### config.mk
export PLATFORM = sky130hd
export DESIGN_NAME = mbSpiSeq
export DESIGN_NICKNAME = d
export VERILOG_FILES = /design/src/rtl/mbSpiPkg.sv /design/src/rtl/mbSpiCtrl.sv /design/src/rtl/mbSpiDp.sv /design/src/rtl/mbSpiSeq.sv
export SDC_FILE = /design/constraint.sdc
export NUM_CORES = 1
export LEC_CHECK = 0
export BUFFER_PORTS_ARGS = -buffer_cell sky130_fd_sc_hd__buf_2
export CORE_MARGIN = 10
export CORE_UTILIZATION = 65
export DETAILED_ROUTE_END_ITERATION = 6
export PLACE_DENSITY_LB_ADDON = 0.12
export SLEW_MARGIN = 20
export SYNTH_ARGS = -nofsm -noshare
export SYNTH_HDL_FRONTEND = slang
export SYNTH_HIERARCHICAL = 1
export SYNTH_SLANG_ARGS = --single-unit
### constraint.sdc
create_clock -name clk -period 6.9 [get_ports clk]
set_input_delay 1.38 -clock clk [delete_from_list [all_inputs] [get_ports clk]]
set_output_delay 1.38 -clock clk [all_outputs]
set_load 0.1 [all_outputs]
### src/rtl/mbSpiPkg.sv
`timescale 1ns/1ps
package mbSpiPkg;
  localparam int unsigned WORD_W   = 16;
  localparam int unsigned CS_W     = 4;
  localparam int unsigned HOLD_BIT = 12;

  // strobes from the sequencer to the datapath
  typedef struct packed {
    logic load;   // fetch entry, select lines, restart shift
    logic run;    // shift engine active
    logic csOff;  // drive every select line high
  } seqStrb_t;
endpackage

### src/rtl/mbSpiCtrl.sv
`timescale 1ns/1ps
module mbSpiCtrl
  import mbSpiPkg::*;
#(
  parameter int unsigned NBUF = 8,
  localparam int unsigned AW = $clog2(NBUF)
) (
  input  logic          clk,
  input  logic          rstN,
  input  logic          trigger,
  input  logic          csRelease,
  input  logic [AW-1:0] grpStart,
  input  logic [AW:0]   grpLen,
  input  logic          wordDone,
  input  logic          holdCur,
  output seqStrb_t      strb,
  output logic [AW-1:0] idx,
  output logic          busy,
  output logic          grpDone,
  output logic          errFlag
);
  typedef enum logic [1:0] {S_IDLE, S_LOAD, S_SHIFT} seqState_t;

  localparam logic [AW:0] LEN_MAX = (AW+1)'(NBUF);

  seqState_t     state;
  logic [AW-1:0] lastIdx;
  logic          lenOk;

  assign lenOk = (grpLen != '0) && (grpLen <= LEN_MAX);
  assign busy  = (state != S_IDLE);

  always_comb begin
    strb.load  = (state == S_LOAD);
    strb.run   = (state == S_SHIFT);
    strb.csOff = (state == S_IDLE && csRelease && !trigger) ||
                 (state == S_SHIFT && wordDone && !holdCur);
  end

  always_ff @(posedge clk or negedge rstN) begin
    if (!rstN) begin
      state   <= S_IDLE;
      idx     <= '0;
      lastIdx <= '0;
      grpDone <= 1'b0;
      errFlag <= 1'b0;
    end else begin
      grpDone <= 1'b0;
      case (state)
        S_IDLE: begin
          if (trigger) begin
            if (lenOk) begin
              idx     <= grpStart;
              lastIdx <= grpStart + grpLen[AW-1:0] - AW'(1);
              errFlag <= 1'b0;
              state   <= S_LOAD;
            end else begin
              errFlag <= 1'b1;
            end
          end
        end
        S_LOAD: begin
          if (trigger) errFlag <= 1'b1;
          state <= S_SHIFT;
        end
        default: begin
          if (trigger) errFlag <= 1'b1;
          if (wordDone) begin
            if (idx == lastIdx) begin
              state   <= S_IDLE;
              grpDone <= 1'b1;
            end else begin
              idx   <= idx + AW'(1);
              state <= S_LOAD;
            end
          end
        end
      endcase
    end
  end

  // a trigger seen while busy leaves the error flag set
  a_r9_busy_trigger_err: assert property (@(posedge clk) disable iff (!rstN)
    busy && trigger |=> errFlag);
  // the pulse coincides with the sequencer being idle
  a_r8_done_idle: assert property (@(posedge clk) disable iff (!rstN)
    grpDone |-> !busy);
  // pulse lasts a single cycle
  a_r8_done_single: assert property (@(posedge clk) disable iff (!rstN)
    grpDone |=> !grpDone);
endmodule

### src/rtl/mbSpiDp.sv
`timescale 1ns/1ps
module mbSpiDp
  import mbSpiPkg::*;
#(
  parameter int unsigned NBUF = 8,
  parameter int unsigned DIVW = 4,
  localparam int unsigned AW  = $clog2(NBUF),
  localparam int unsigned BCW = $clog2(WORD_W)
) (
  input  logic              clk,
  input  logic              rstN,
  input  logic              wrEn,
  input  logic [AW-1:0]     wrAddr,
  input  logic [WORD_W-1:0] wrCtrl,
  input  logic [WORD_W-1:0] wrData,
  input  logic [AW-1:0]     rdAddr,
  output logic [WORD_W-1:0] rdData,
  input  seqStrb_t          strb,
  input  logic [AW-1:0]     idx,
  input  logic [DIVW-1:0]   clkDiv,
  input  logic              miso,
  output logic              sclk,
  output logic              mosi,
  output logic [CS_W-1:0]   csN,
  output logic              wordDone,
  output logic              holdCur
);
  logic [WORD_W-1:0] txData [NBUF];
  logic [CS_W-1:0]   txSel  [NBUF];
  logic              txHold [NBUF];
  logic [WORD_W-1:0] rxMem  [NBUF];

  logic [WORD_W-1:0] sh;
  logic              rxBit;
  logic [BCW-1:0]    bitCnt;
  logic [DIVW-1:0]   divCnt;
  logic              sclkQ;
  logic [CS_W-1:0]   csQ;
  logic              holdQ;
  logic              tick;
  logic              unusedCtrlBits;

  assign unusedCtrlBits = ^{wrCtrl[WORD_W-1:HOLD_BIT+1], wrCtrl[HOLD_BIT-1:CS_W]};

  assign tick     = strb.run && (divCnt == clkDiv);
  assign wordDone = tick && sclkQ && (bitCnt == BCW'(WORD_W-1));
  assign rdData   = rxMem[rdAddr];
  assign sclk     = sclkQ;
  assign mosi     = sh[WORD_W-1];
  assign csN      = csQ;
  assign holdCur  = holdQ;

  always_ff @(posedge clk) begin
    if (wrEn) begin
      txData[wrAddr] <= wrData;
      txSel[wrAddr]  <= wrCtrl[CS_W-1:0];
      txHold[wrAddr] <= wrCtrl[HOLD_BIT];
    end
    if (wordDone) rxMem[idx] <= {sh[WORD_W-2:0], rxBit};
  end

  always_ff @(posedge clk or negedge rstN) begin
    if (!rstN) begin
      sh     <= '0;
      rxBit  <= 1'b0;
      bitCnt <= '0;
      divCnt <= '0;
      sclkQ  <= 1'b0;
      csQ    <= '1;
      holdQ  <= 1'b0;
    end else begin
      if (strb.load) begin
        sh     <= txData[idx];
        holdQ  <= txHold[idx];
        csQ    <= ~txSel[idx];
        divCnt <= '0;
        sclkQ  <= 1'b0;
        bitCnt <= '0;
      end else if (strb.run) begin
        if (tick) begin
          divCnt <= '0;
          sclkQ  <= ~sclkQ;
          if (!sclkQ) begin
            rxBit <= miso;
          end else begin
            sh     <= {sh[WORD_W-2:0], rxBit};
            bitCnt <= bitCnt + BCW'(1);
          end
        end else begin
          divCnt <= divCnt + DIVW'(1);
        end
      end
      if (strb.csOff) csQ <= '1;
    end
  end

  // serial clock rests low outside shifting
  a_r4_sclk_idle_low: assert property (@(posedge clk) disable iff (!rstN)
    !strb.run |-> !sclkQ);
  // select lines do not move while a word shifts
  a_r5_cs_steady: assert property (@(posedge clk) disable iff (!rstN)
    strb.run && $past(strb.run) |-> $stable(csQ));
  // an unheld word releases every line
  a_r6_release_after_word: assert property (@(posedge clk) disable iff (!rstN)
    wordDone && !holdQ |=> (&csQ));
  // a held word keeps the lines as they were
  a_r7_hold_keeps: assert property (@(posedge clk) disable iff (!rstN)
    wordDone && holdQ |=> $stable(csQ));
endmodule

### src/rtl/mbSpiSeq.sv
`timescale 1ns/1ps
module mbSpiSeq
  import mbSpiPkg::*;
#(
  parameter int unsigned NBUF = 8,
  parameter int unsigned DIVW = 4,
  localparam int unsigned AW  = $clog2(NBUF)
) (
  input  logic              clk,
  input  logic              rstN,
  input  logic              wrEn,
  input  logic [AW-1:0]     wrAddr,
  input  logic [WORD_W-1:0] wrCtrl,
  input  logic [WORD_W-1:0] wrData,
  input  logic [AW-1:0]     rdAddr,
  output logic [WORD_W-1:0] rdData,
  input  logic [AW-1:0]     grpStart,
  input  logic [AW:0]       grpLen,
  input  logic [DIVW-1:0]   clkDiv,
  input  logic              trigger,
  input  logic              csRelease,
  output logic              sclk,
  output logic              mosi,
  input  logic              miso,
  output logic [CS_W-1:0]   csN,
  output logic              busy,
  output logic              grpDone,
  output logic              errFlag
);
  seqStrb_t      strb;
  logic [AW-1:0] idx;
  logic          wordDone;
  logic          holdCur;

  mbSpiCtrl #(.NBUF(NBUF)) ctrl_i (
    .clk(clk), .rstN(rstN), .trigger(trigger), .csRelease(csRelease),
    .grpStart(grpStart), .grpLen(grpLen), .wordDone(wordDone),
    .holdCur(holdCur), .strb(strb), .idx(idx), .busy(busy),
    .grpDone(grpDone), .errFlag(errFlag)
  );

  mbSpiDp #(.NBUF(NBUF), .DIVW(DIVW)) dp_i (
    .clk(clk), .rstN(rstN), .wrEn(wrEn), .wrAddr(wrAddr), .wrCtrl(wrCtrl),
    .wrData(wrData), .rdAddr(rdAddr), .rdData(rdData), .strb(strb),
    .idx(idx), .clkDiv(clkDiv), .miso(miso), .sclk(sclk), .mosi(mosi),
    .csN(csN), .wordDone(wordDone), .holdCur(holdCur)
  );

  // release command while idle frees every line next cycle
  a_r10_release_idle: assert property (@(posedge clk) disable iff (!rstN)
    !busy && csRelease && !trigger |=> (&csN));
endmodule

* Word-level counts from Yosys, hierarchy flattened
Memories as Yosys holds them, arrays and structs flattened. A register that Yosys moved wholly into a read port is not among the register bits. Index checks and enable logic that the tools add are counted.
Cells by class: add/subtract/negate cells 5, $lt $le $gt $ge 1, equality and inequality tests 8, muxes and demuxes 37, bitwise logic cells 3, reductions and logical operators 28
Operator list (count):
- 2-to-1 mux 16 bit | 4
- 2-to-1 mux 4 bit | 9
- 2-to-1 mux 1 bit | 15
- 2-to-1 mux 3 bit | 4
- nonzero test 2 bit | 6
- AND reduction 3 bit | 3
- adder 4 x 1 -> 4 bit, second input constant | 2
- logical AND 1 bit | 8
- 2-to-1 mux 2 bit | 3
- one-hot mux 3 bit (2 select lines) | 1
- AND reduction 5 bit | 1
- == test 4 bit | 1
- == test 4 bit, second input constant | 1
- <= comparator 4 bit, second input constant | 1
- inequality test 2 x 1 -> 1 bit, second input constant | 2
- NOT 4 bit | 1
- one-hot mux 2 bit (2 select lines) | 1
- AND reduction 4 bit | 1
- nonzero test 4 bit | 1
- adder 3 x 1 -> 3 bit, second input constant | 1
- adder 3 bit | 1
- == test 3 bit | 1
- zero test 1 bit | 3
- nonzero test 3 bit | 1
- 9 further kinds | 10
Storage, ports and cells: register bits 40, memory bits (writable) 296, input port bits 55, output and inout bits 25, logic and storage cells 97, memories kept 4
Memories:
- dp_i.rxMem | depth 8, bits a word 16, rd ports 1, clocked after memory_dff 0, write ports 1, RTL line mbSpiDp.sv:31 | logic [WORD_W-1:0] rxMem [NBUF];
- dp_i.txData | depth 8, bits a word 16, rd ports 1, clocked after memory_dff 0, write ports 1, RTL line mbSpiDp.sv:28 | logic [WORD_W-1:0] txData [NBUF];
- dp_i.txSel | depth 8, bits a word 4, rd ports 1, clocked after memory_dff 0, write ports 1, RTL line mbSpiDp.sv:29 | logic [CS_W-1:0] txSel [NBUF];
- dp_i.txHold | depth 8, bits a word 1, rd ports 1, clocked after memory_dff 1, write ports 1, RTL line mbSpiDp.sv:30 | logic txHold [NBUF];

* Logic depth before layout (Yosys ltp)
Gate-level depths: netlist of the first run.
depth in word-level cells 8, gate-level depth with buffers 10, mapped depth without buffers 9

* Cells and area by module
The synthesis of the first run kept the hierarchy.
Modules (own cells, without submodules):
- mbSpiDp | times used 1, cells an instance 588, area each 12693.4 um^2, sequential area each 9669.3 um^2
- mbSpiCtrl | times used 1, cells an instance 64, area each 596.8 um^2, sequential area each 250.2 um^2

* Worst setup path after synthesis of the first run
OpenSTA, ideal clock, no wires.
kind input -> output, start point input port rdAddr[0], end point output port rdData[0], arrival 2.906 ns, path slack 2.614 ns, cell stages on the path 4, path buffers 2, cells stage by stage clkbuf_1 buf_2 mux4_2 mux2_2
Between the ends: word-level cells in the longest chain between the ends 1
RTL lines:
- start: declaration | RTL line mbSpiSeq.sv:15 | input logic [AW-1:0] rdAddr,
- memory (8 x 16 bit)
- end: declaration | RTL line mbSpiSeq.sv:16 | output logic [WORD_W-1:0] rdData,
No other way between the ends.

* Worst setup path in the final report of the first run
start point input port rdAddr[0], end point output port rdData[7]
The elaborated chain is that of the path after synthesis.

==> results_dict.tcl, run 1 <==
set metrics [dict create \
    status "finished, final reports clean" \
    p_int_mw 3.49 \
    synth-edff-count 296 \
    fin_crit_sh 0.646 \
    min_period_ns 4.46 \
    rsz0062_at_grt "false" \
    final-setup-viol-count 0 \
    r2r_slack_ns 3.69 \
    finalNetCount 799 \
    die_area_um2 26600 \
    synth_fa_ha_area_frac 0.00565 \
    cp.required_ns 5.52 \
    portBuffers 68 \
    ys_types 48 \
    start_kind "input pin" \
    grtUsageTotal 0.193 \
    hpwl_mm 14.8 \
    placed_cells 972 \
    pin_count 80 \
    grt_pass1_vias 6768 \
    row_count 52 \
    tightest_slew_ns 1.09 \
    synthCells 652 \
    htreeDepth 2 \
    dieWidth_um 163 \
    start_util 0.659 \
    synth_top_cell_area_share 0.669 \
    netlist_area_um2 13300 \
    endpoint_kind "output port" \
    clock-sinks 337 \
    timing.fmax_mhz 224 \
    filler_cell_count 1131 \
    synth_area_leaders "edfxtp_1, mux4_2, dfrtp_1, mux2_2, a221o_1" \
    worst_clock_skew_ns 0.0164 \
    p_leak_nw 5.00 \
    cts_setup_buffers 0 \
    crit_fanout 32 \
    ys_warn_count 6 \
    p_per_area_nw_per_um2 296 \
    setup_tns_ns 0 \
    grt_pass1_wl_mm 39.2 \
    min_path_cells 1 \
    totalWireLength_mm 25.3 \
    switching_share 0.217 \
    hold_viol 0 \
    p_total_mw 4.45 \
    relSlewSlack 0.271 \
    timing.rr.end "dp_i/rxMem[6][11]$_DFFE_PP_" \
    antenna_found_initial 1 \
    worstHoldStart "ctrl_i/errFlag$_DFFE_PN0P_" \
    clk_latency_ns 0.51 \
    dr.pass1.iters 5 \
    clk_path_buf_depth 3 \
    via_per_inst 6.19 \
    slew_viol_final 0 \
    synth_top_area_cell "edfxtp_1" \
    cts_hold_buf 0 \
    grt_max_degree 51 \
    reg2reg_from "ctrl_i/state[1]$_DFFE_PN0P_" \
    cts_buffers 34 \
    p_clk_frac 0.407 \
    synth.avg_cell_area_um2 20.4 \
    synth-xor-area-share 0.00781 \
    pwr-share-seq 0.530 \
    switching_power_mw 0.966 \
    syn_nets 713 \
    ir_drop_mv 0.323 \
    wl_per_cell_um 24.5 \
    min_to "ctrl_i/errFlag$_DFFE_PN0P_" \
    drv_cap 0 \
    drive_above_1_share 0.322 \
    grt_overflow 0 \
    synthSimpleGateAreaFrac 0.0349 \
    worst_ep_arrival_time_ns 3.08 \
    cts_root_buf "clkbuf_16" \
    place_congestion 0.777 \
    postRouteAntennaNets 0 \
    area_growth_pct 13.2 \
    p_comb_frac 0.063 \
    ys_async_sr_fraction 0.122 \
    drt_iter0_markers 590 \
    fp.dieH_um 163 \
    synth_mux_area_frac 0.160 \
    cp-startpoint "rdAddr[0]" \
    seq_area_frac_synth 0.746 \
    path_class "input pin to output port" \
    cts_tree "yes" \
    ctsResizeCount 0 \
    hp-class "register to register" \
    final_cells 1033 \
    synth-compound-area-share 0.0273 \
    ys.flop_type "edfxtp_1" \
    synth_top_family_by_area "multiplexers" \
    core_area_um2 20200 \
    via_count 6392 \
    clk_pin_slew_worst_paths_ns 0.06 \
    drc 0 \
    r2r_cells 4 \
    synth-seq-cells 337 \
]
[metal layers]
metal | vias to the layer above | GRT usage | routed length [um]
met5 | - | 0 | 7
met4 | 2 | 0.0582 | 418
met1 | 3321 | 0.253 | 10200
li1 | 2839 | - | -
met3 | 34 | 0.0349 | 1450
met2 | 196 | 0.327 | 13200
[cell families after synthesis]
family                   count (synthesis)
XOR/XNOR                                11
AND/OR/NAND/NOR                         91
buffers and inverters                   42
multiplexers                           115
flip-flops                             337
adder cells (fa/ha/maj)                  6
AO/OA/AOI/OAI                           50
[cells in the final DEF (no fill, tap or decap), types with 13 or more instances in the layout]
cell and count:
mux4_2 69, edfxtp_1 296, a221o_1 17, buf_4 13, nor2_1 28, mux2i_1 17
clkbuf_16 37, buf_2 67, mux2_2 23, dfrtp_1 35
[synth_stat cells (5+ instances only)]
cell type  number
edfxtp_1      296
mux4_2         69
nor2_1         40
dfrtp_1        37
mux2_2         23
a221o_1        17
mux2i_1        17
buf_2          15
a21oi_1        12
inv_1          12
nand2_1        10
o21ai_0         8
xnor2_1         8
clkbuf_1        7
nand2b_1        7
nor3_1          7
ha_1            6
mux4_1          5
nand3_1         5
nand4_1         5
[registers in the layout (all words and copies together), names as in the netlist, 2 cells and up]
name / count
ctrl_i/lastIdx: 3
ctrl_i/idx: 3
ctrl_i/state: 2
dp_i/txSel: 32
dp_i/divCnt: 4
dp_i/csN: 4
dp_i/bitCnt: 4
dp_i/txData: 128
dp_i/rxMem: 128
dp_i/txHold: 8
dp_i/sh: 16
[metrics by stage]
step	cell area, um2	hold slack, ns	util	setup slack, ns
detailed placement	13900	0.467	0.690	2.04
global placement	13900	0.455	0.690	2.04
CTS	15000	0.485	0.745	2.03
finish	15000	0.488	0.746	2.44
floorplan	13300	0.467	-	2.61
global route	15000	0.502	0.745	2.33
[cell type report]
type	instances	area [um2]	area share
Clock inverter	14	144	0.00957
Inverter	12	45.0	0.00300
Clock buffer	46	960	0.0638
Timing Repair Buffer	80	433	0.0288
Tap cell	270	338	0.0225
Sequential cell	337	9920	0.660
Antenna cell	1	2.50	0.000166
Multi-Input combinational cell	273	3190	0.212
[power by group through the flow]
stage	Combinational, mW	Clock, mW	Sequential, mW
2_1_floorplan	0.188	0	2.40
3_3_place_gp	0.266	0	2.39
3_5_place_dp	0.278	0	2.40
4_1_cts	0.279	1.84	2.36
5_1_grt	0.307	1.92	2.37
6_report	0.279	1.81	2.36
[worst max-delay path, stage by stage]
cell    delay (ns)
buf_4         0.50
mux4_2        0.59
mux2_2        0.29
buf_2         0.30
[worst max path at each step]
| stage | endpoint | slack (ns) | depth (start not counted) |
|---|---|---|---|
| after CTS | rdData[7] | 2.03 | 4 |
| after global routing | rdData[5] | 2.33 | 4 |
| after global placement | rdData[5] | 2.04 | 4 |
| after detailed placement | rdData[8] | 2.04 | 4 |
| final | rdData[7] | 2.44 | 4 |
| after floorplan | rdData[0] | 2.61 | 4 |
Note: power is estimated with default switching activity, not from simulation.
==> run 2: changes to the inputs <==
Settings changed: CORE_UTILIZATION 65 to 54.
Clock period 6.9 ns to 4.1 ns, I/O delays scaled along.
==> results_dict.tcl, run 2 (synthesized netlist as in run 1, its figures left out) <==
set metrics [dict create \
    row_count 57 \
    grt_pass1_wl_mm 38.5 \
    totalWireLength_mm 24.5 \
    min_period_ns 3.18 \
    relSlewSlack 0.379 \
    finalNetCount 808 \
    p_total_mw 7.57 \
    cts_hold_buf 0 \
    grt_max_degree 42 \
    clock-sinks 337 \
    slew_viol_final 0 \
    clk_pin_slew_worst_paths_ns 0.05 \
    area_growth_pct 14.5 \
    cp.required_ns 3.28 \
    p_per_area_nw_per_um2 498 \
    clk_latency_ns 0.50 \
    mostFrequentLayoutCell "edfxtp_1" \
    worst_ep_arrival_time_ns 2.36 \
    via_count 6305 \
    postRouteAntennaNets 0 \
    portBuffers 68 \
    status "finished, final reports clean" \
    via_per_inst 5.75 \
    fp.dieH_um 177 \
    cts_setup_buffers 0 \
    final-setup-viol-count 0 \
    setup_tns_ns 0 \
    ir_drop_mv 0.438 \
    path_class "input pin to output port" \
    start_kind "input pin" \
    hp-class "input pin to asynchronous set/reset pin" \
    die_area_um2 31300 \
    place_congestion 0.783 \
    drt_iter0_markers 413 \
    hold_ws_ns 0.455 \
    crit_fanout 15 \
    p_leak_nw 5.09 \
    clk_path_buf_depth 3 \
    grt_pass1_vias 6743 \
    wl_per_cell_um 22.3 \
    rsz0062_at_grt "false" \
    r2r_cells 9 \
    core_area_um2 24200 \
    pin_count 80 \
    drv_cap 0 \
    drc 0 \
    htreeDepth 2 \
    antenna_found_initial 3 \
    hold_viol 0 \
    tightest_slew_ns 0.932 \
    timing.fmax_mhz 314 \
    hpwl_mm 14.8 \
    cts_tree "yes" \
    reg2reg_from "ctrl_i/state[1]$_DFFE_PN0P_" \
    grt_overflow 0 \
    dieWidth_um 177 \
    layout_common_cells "edfxtp_1, mux4_2, buf_2" \
    fin_crit_sh 0.777 \
    drive_above_1_share 0.324 \
    ctsResizeCount 0 \
    worst_clock_skew_ns 0.0114 \
    cts_buffers 34 \
    cts_root_buf "clkbuf_16" \
    final_util 0.628 \
    reg.largest.list "dp_i/rxMem: 128 flops, dp_i/txData: 128 flops, dp_i/txSel: 32 flops" \
    timing.rr.end "dp_i/csN[2]$_DFFE_PN1P_" \
    endpoint_kind "output port" \
    grtUsageTotal 0.160 \
    start_util 0.548 \
    r2r_slack_ns 1.39 \
    dr.pass1.iters 5 \
]
[run 2: metal layers]
| layer | part of all wire | vias to the layer above | routed length [um] | global-route usage |
|---|---|---|---|---|
| met4 | 0.022 | 2 | 529 | 0.0497 |
| met5 | 0.00053 | - | 13 | 0 |
| met2 | 0.52 | 147 | 12700 | 0.276 |
| met3 | 0.051 | 45 | 1260 | 0.0341 |
| met1 | 0.41 | 3242 | 9990 | 0.198 |
| li1 | - | 2869 | - | - |
[run 2: cell type report]
| class | instances | area [um2] |
|---|---|---|
| Antenna cell | 1 | 2.50 |
| Clock buffer | 50 | 995 |
| Clock inverter | 11 | 151 |
| Fill cell | 1727 | 9030 |
| Inverter | 12 | 45.0 |
| Multi-Input combinational cell | 273 | 3170 |
| Sequential cell | 337 | 9920 |
| Tap cell | 324 | 405 |
| Timing Repair Buffer | 89 | 523 |
[run 2: worst max-delay path by stage]
stage,from,end,slack [ns],cells past startpoint
3_3_place_gp,rdAddr[0],rdData[7],0.89,5
2_1_floorplan,rdAddr[0],rdData[0],0.93,4
6_report,rdAddr[0],rdData[7],0.92,5
5_1_grt,rdAddr[0],rdData[7],0.82,5
3_5_place_dp,rdAddr[0],rdData[7],0.88,5
4_1_cts,rdAddr[0],rdData[7],0.88,5
[run 2: power by group]
| group | switching [mW] | internal, mW |
|---|---|---|
| sequential | 0.105 | 3.87 |
| combinational | 0.299 | 0.172 |
| clock | 1.19 | 1.93 |
| total | 1.60 | 5.98 |
[run 2: critical path, stage by stage]
cell and delay (ns):
buf_2 0.09, buf_4 0.30, mux4_2 0.55, mux2_2 0.29, buf_2 0.30
[run 2: metrics by stage]
stage | std cells | instance area [um2] | setup slack, ns
after global routing | 1096 | 15200 | 0.817
after detailed placement | 1035 | 14100 | 0.884
after floorplan | 652 | 13300 | 0.934
final | 1097 | 15200 | 0.916
after CTS | 1096 | 15200 | 0.879
after global placement | 1035 | 14100 | 0.894
==> run 3: changes to the inputs <==
Clock period 4.1 ns to 2.55 ns, I/O delays scaled along.
==> results_dict.tcl, run 3 (synthesized netlist as in run 1, its figures left out) <==
set metrics [dict create \
    status "finished, final reports clean" \
    via_per_inst 5.76 \
    cp_top_family "multiplexers" \
    start_kind "input pin" \
    mostFrequentLayoutCell "edfxtp_1" \
    core_area_um2 24200 \
    drv_cap 0 \
    dieWidth_um 177 \
    grt_util_met1 0.214 \
    htreeDepth 2 \
    cts_tree "yes" \
    crit_slowest_cell "mux4_2" \
    met3_usage 0.0316 \
    crit_chain "buf_2 > buf_12 > mux4_2 > mux2_2 > buf_2" \
    place_congestion 0.811 \
    p_leak_nw 5.17 \
    grt_pass1_wl_mm 39.5 \
    cp.required_ns 2.04 \
    cts_hold_buf 0 \
    fin_crit_sh 0.971 \
    grt_overflow 0 \
    slowest_delay_ns 0.50 \
    slew_viol_final 0 \
    ctsResizeCount 0 \
    hp-class "input pin to asynchronous set/reset pin" \
    fin_ws_ns 0.0735 \
    row_count 57 \
    dpl_cell_area_um2 14300 \
    tightest_slew_ns 0.904 \
    start_util 0.548 \
    path_class "input pin to output port" \
    p_per_area_nw_per_um2 776 \
    drive_above_1_share 0.343 \
    drc 0 \
    clk_path_buf_depth 3 \
    final_cells 1115 \
    p_total_mw 12.0 \
    dp_worst_setup_slack_ns 0.0604 \
    cts_root_buf "clkbuf_16" \
    wl_per_cell_um 22.6 \
    postRouteAntennaNets 0 \
    final-setup-viol-count 0 \
    worst_clock_skew_ns 0.00966 \
    clock-sinks 337 \
    rsz0062_at_grt "false" \
    hold_viol 0 \
    fp.dieH_um 177 \
    grt_pass1_vias 6931 \
    hpwl_mm 15.8 \
    finalNetCount 825 \
    grtUsageTotal 0.164 \
    busiest_layer "met2" \
    clk_pin_slew_worst_paths_ns 0.06 \
    pin_count 80 \
    drt_iter0_markers 367 \
    clk_latency_ns 0.50 \
    r2r_slack_ns 0.30 \
    grt_max_degree 42 \
    area_growth_pct 16.0 \
    worst_ep_arrival_time_ns 1.97 \
    crit_fanout 14 \
    final_area_um2 15400 \
    reg.largest.list "dp_i/rxMem: 128 flops, dp_i/txData: 128 flops, dp_i/txSel: 32 flops" \
    ir_drop_mv 0.605 \
    antenna_found_initial 3 \
    cts_buffers 35 \
    totalWireLength_mm 25.2 \
    portBuffers 68 \
    layout_common_cells "edfxtp_1, mux4_2, buf_2" \
    cts_setup_buffers 0 \
    endpoint_kind "output port" \
    relSlewSlack 0.398 \
    cp_num_buf_inv 3 \
    worst_path_most_repeated_cell "buf_2" \
    via_count 6420 \
    grt_use_met2 0.278 \
    die_area_um2 31300 \
    timing.fmax_mhz 404 \
    dr.pass1.iters 4 \
    placed_cells 1051 \
    min_period_ns 2.48 \
]
==> run 3: area by class of cell <==
class                      count  area (um2)
antenna                        2        5.00
sequential                   337        9920
multi-input combinational    273        3160
timing repair buffer         105         781
clock buffer                  47         983
clock inverter                15         104
fill                        1683        8840
inverter                      12        45.0
tap                          324         405
==> run 3: worst register-to-register path: stages (launching register included) <==
cell	delay [ns]
dfrtp_1	0.43
xnor2_2	0.27
nand3_2	0.18
or4_1	0.61
nor3_2	0.24
buf_12	0.21
==> run 3: through the flow <==
stage	utilization	setup TNS [ns]	hold WS, ns
floorplan	-	-4.87	0.214
global placement	0.591	0	0.455
detailed placement	0.591	0	0.462
CTS	0.635	0	0.172
global route	0.635	0	0.208
finish	0.636	0	0.132
==> run 3: worst paths after layout <==
path	from	to	cells after the start
max	rdAddr[0]	rdData[7]	5
min	rstN	ctrl_i/lastIdx[2]$_DFFE_PN0P_	1
max reg2reg	dp_i/divCnt[2]$_DFFE_PN0P_	dp_i/rxMem[0][12]$_DFFE_PP_	5
min reg2reg	ctrl_i/errFlag$_DFFE_PN0P_	ctrl_i/errFlag$_DFFE_PN0P_	1
max in group asynchronous	rstN	dp_i/sclk$_DFFE_PN0P_	1
min in group clk	miso	dp_i/rxBit$_DFFE_PN0P_	2
==> run 3: where the power goes <==
part | leakage [nW] | switching, mW | internal [mW]
clock | 0.532 | 1.92 | 2.81
combinational | 1.43 | 0.501 | 0.322
sequential | 3.21 | 0.176 | 6.22
==> run 3: metal layers <==
| metal | up-vias | share of wire |
|---|---|---|
| met5 | - | 0.00052 |
| met1 | 3352 | 0.43 |
| met2 | 137 | 0.51 |
| met4 | 2 | 0.018 |
| li1 | 2895 | - |
| met3 | 34 | 0.044 |
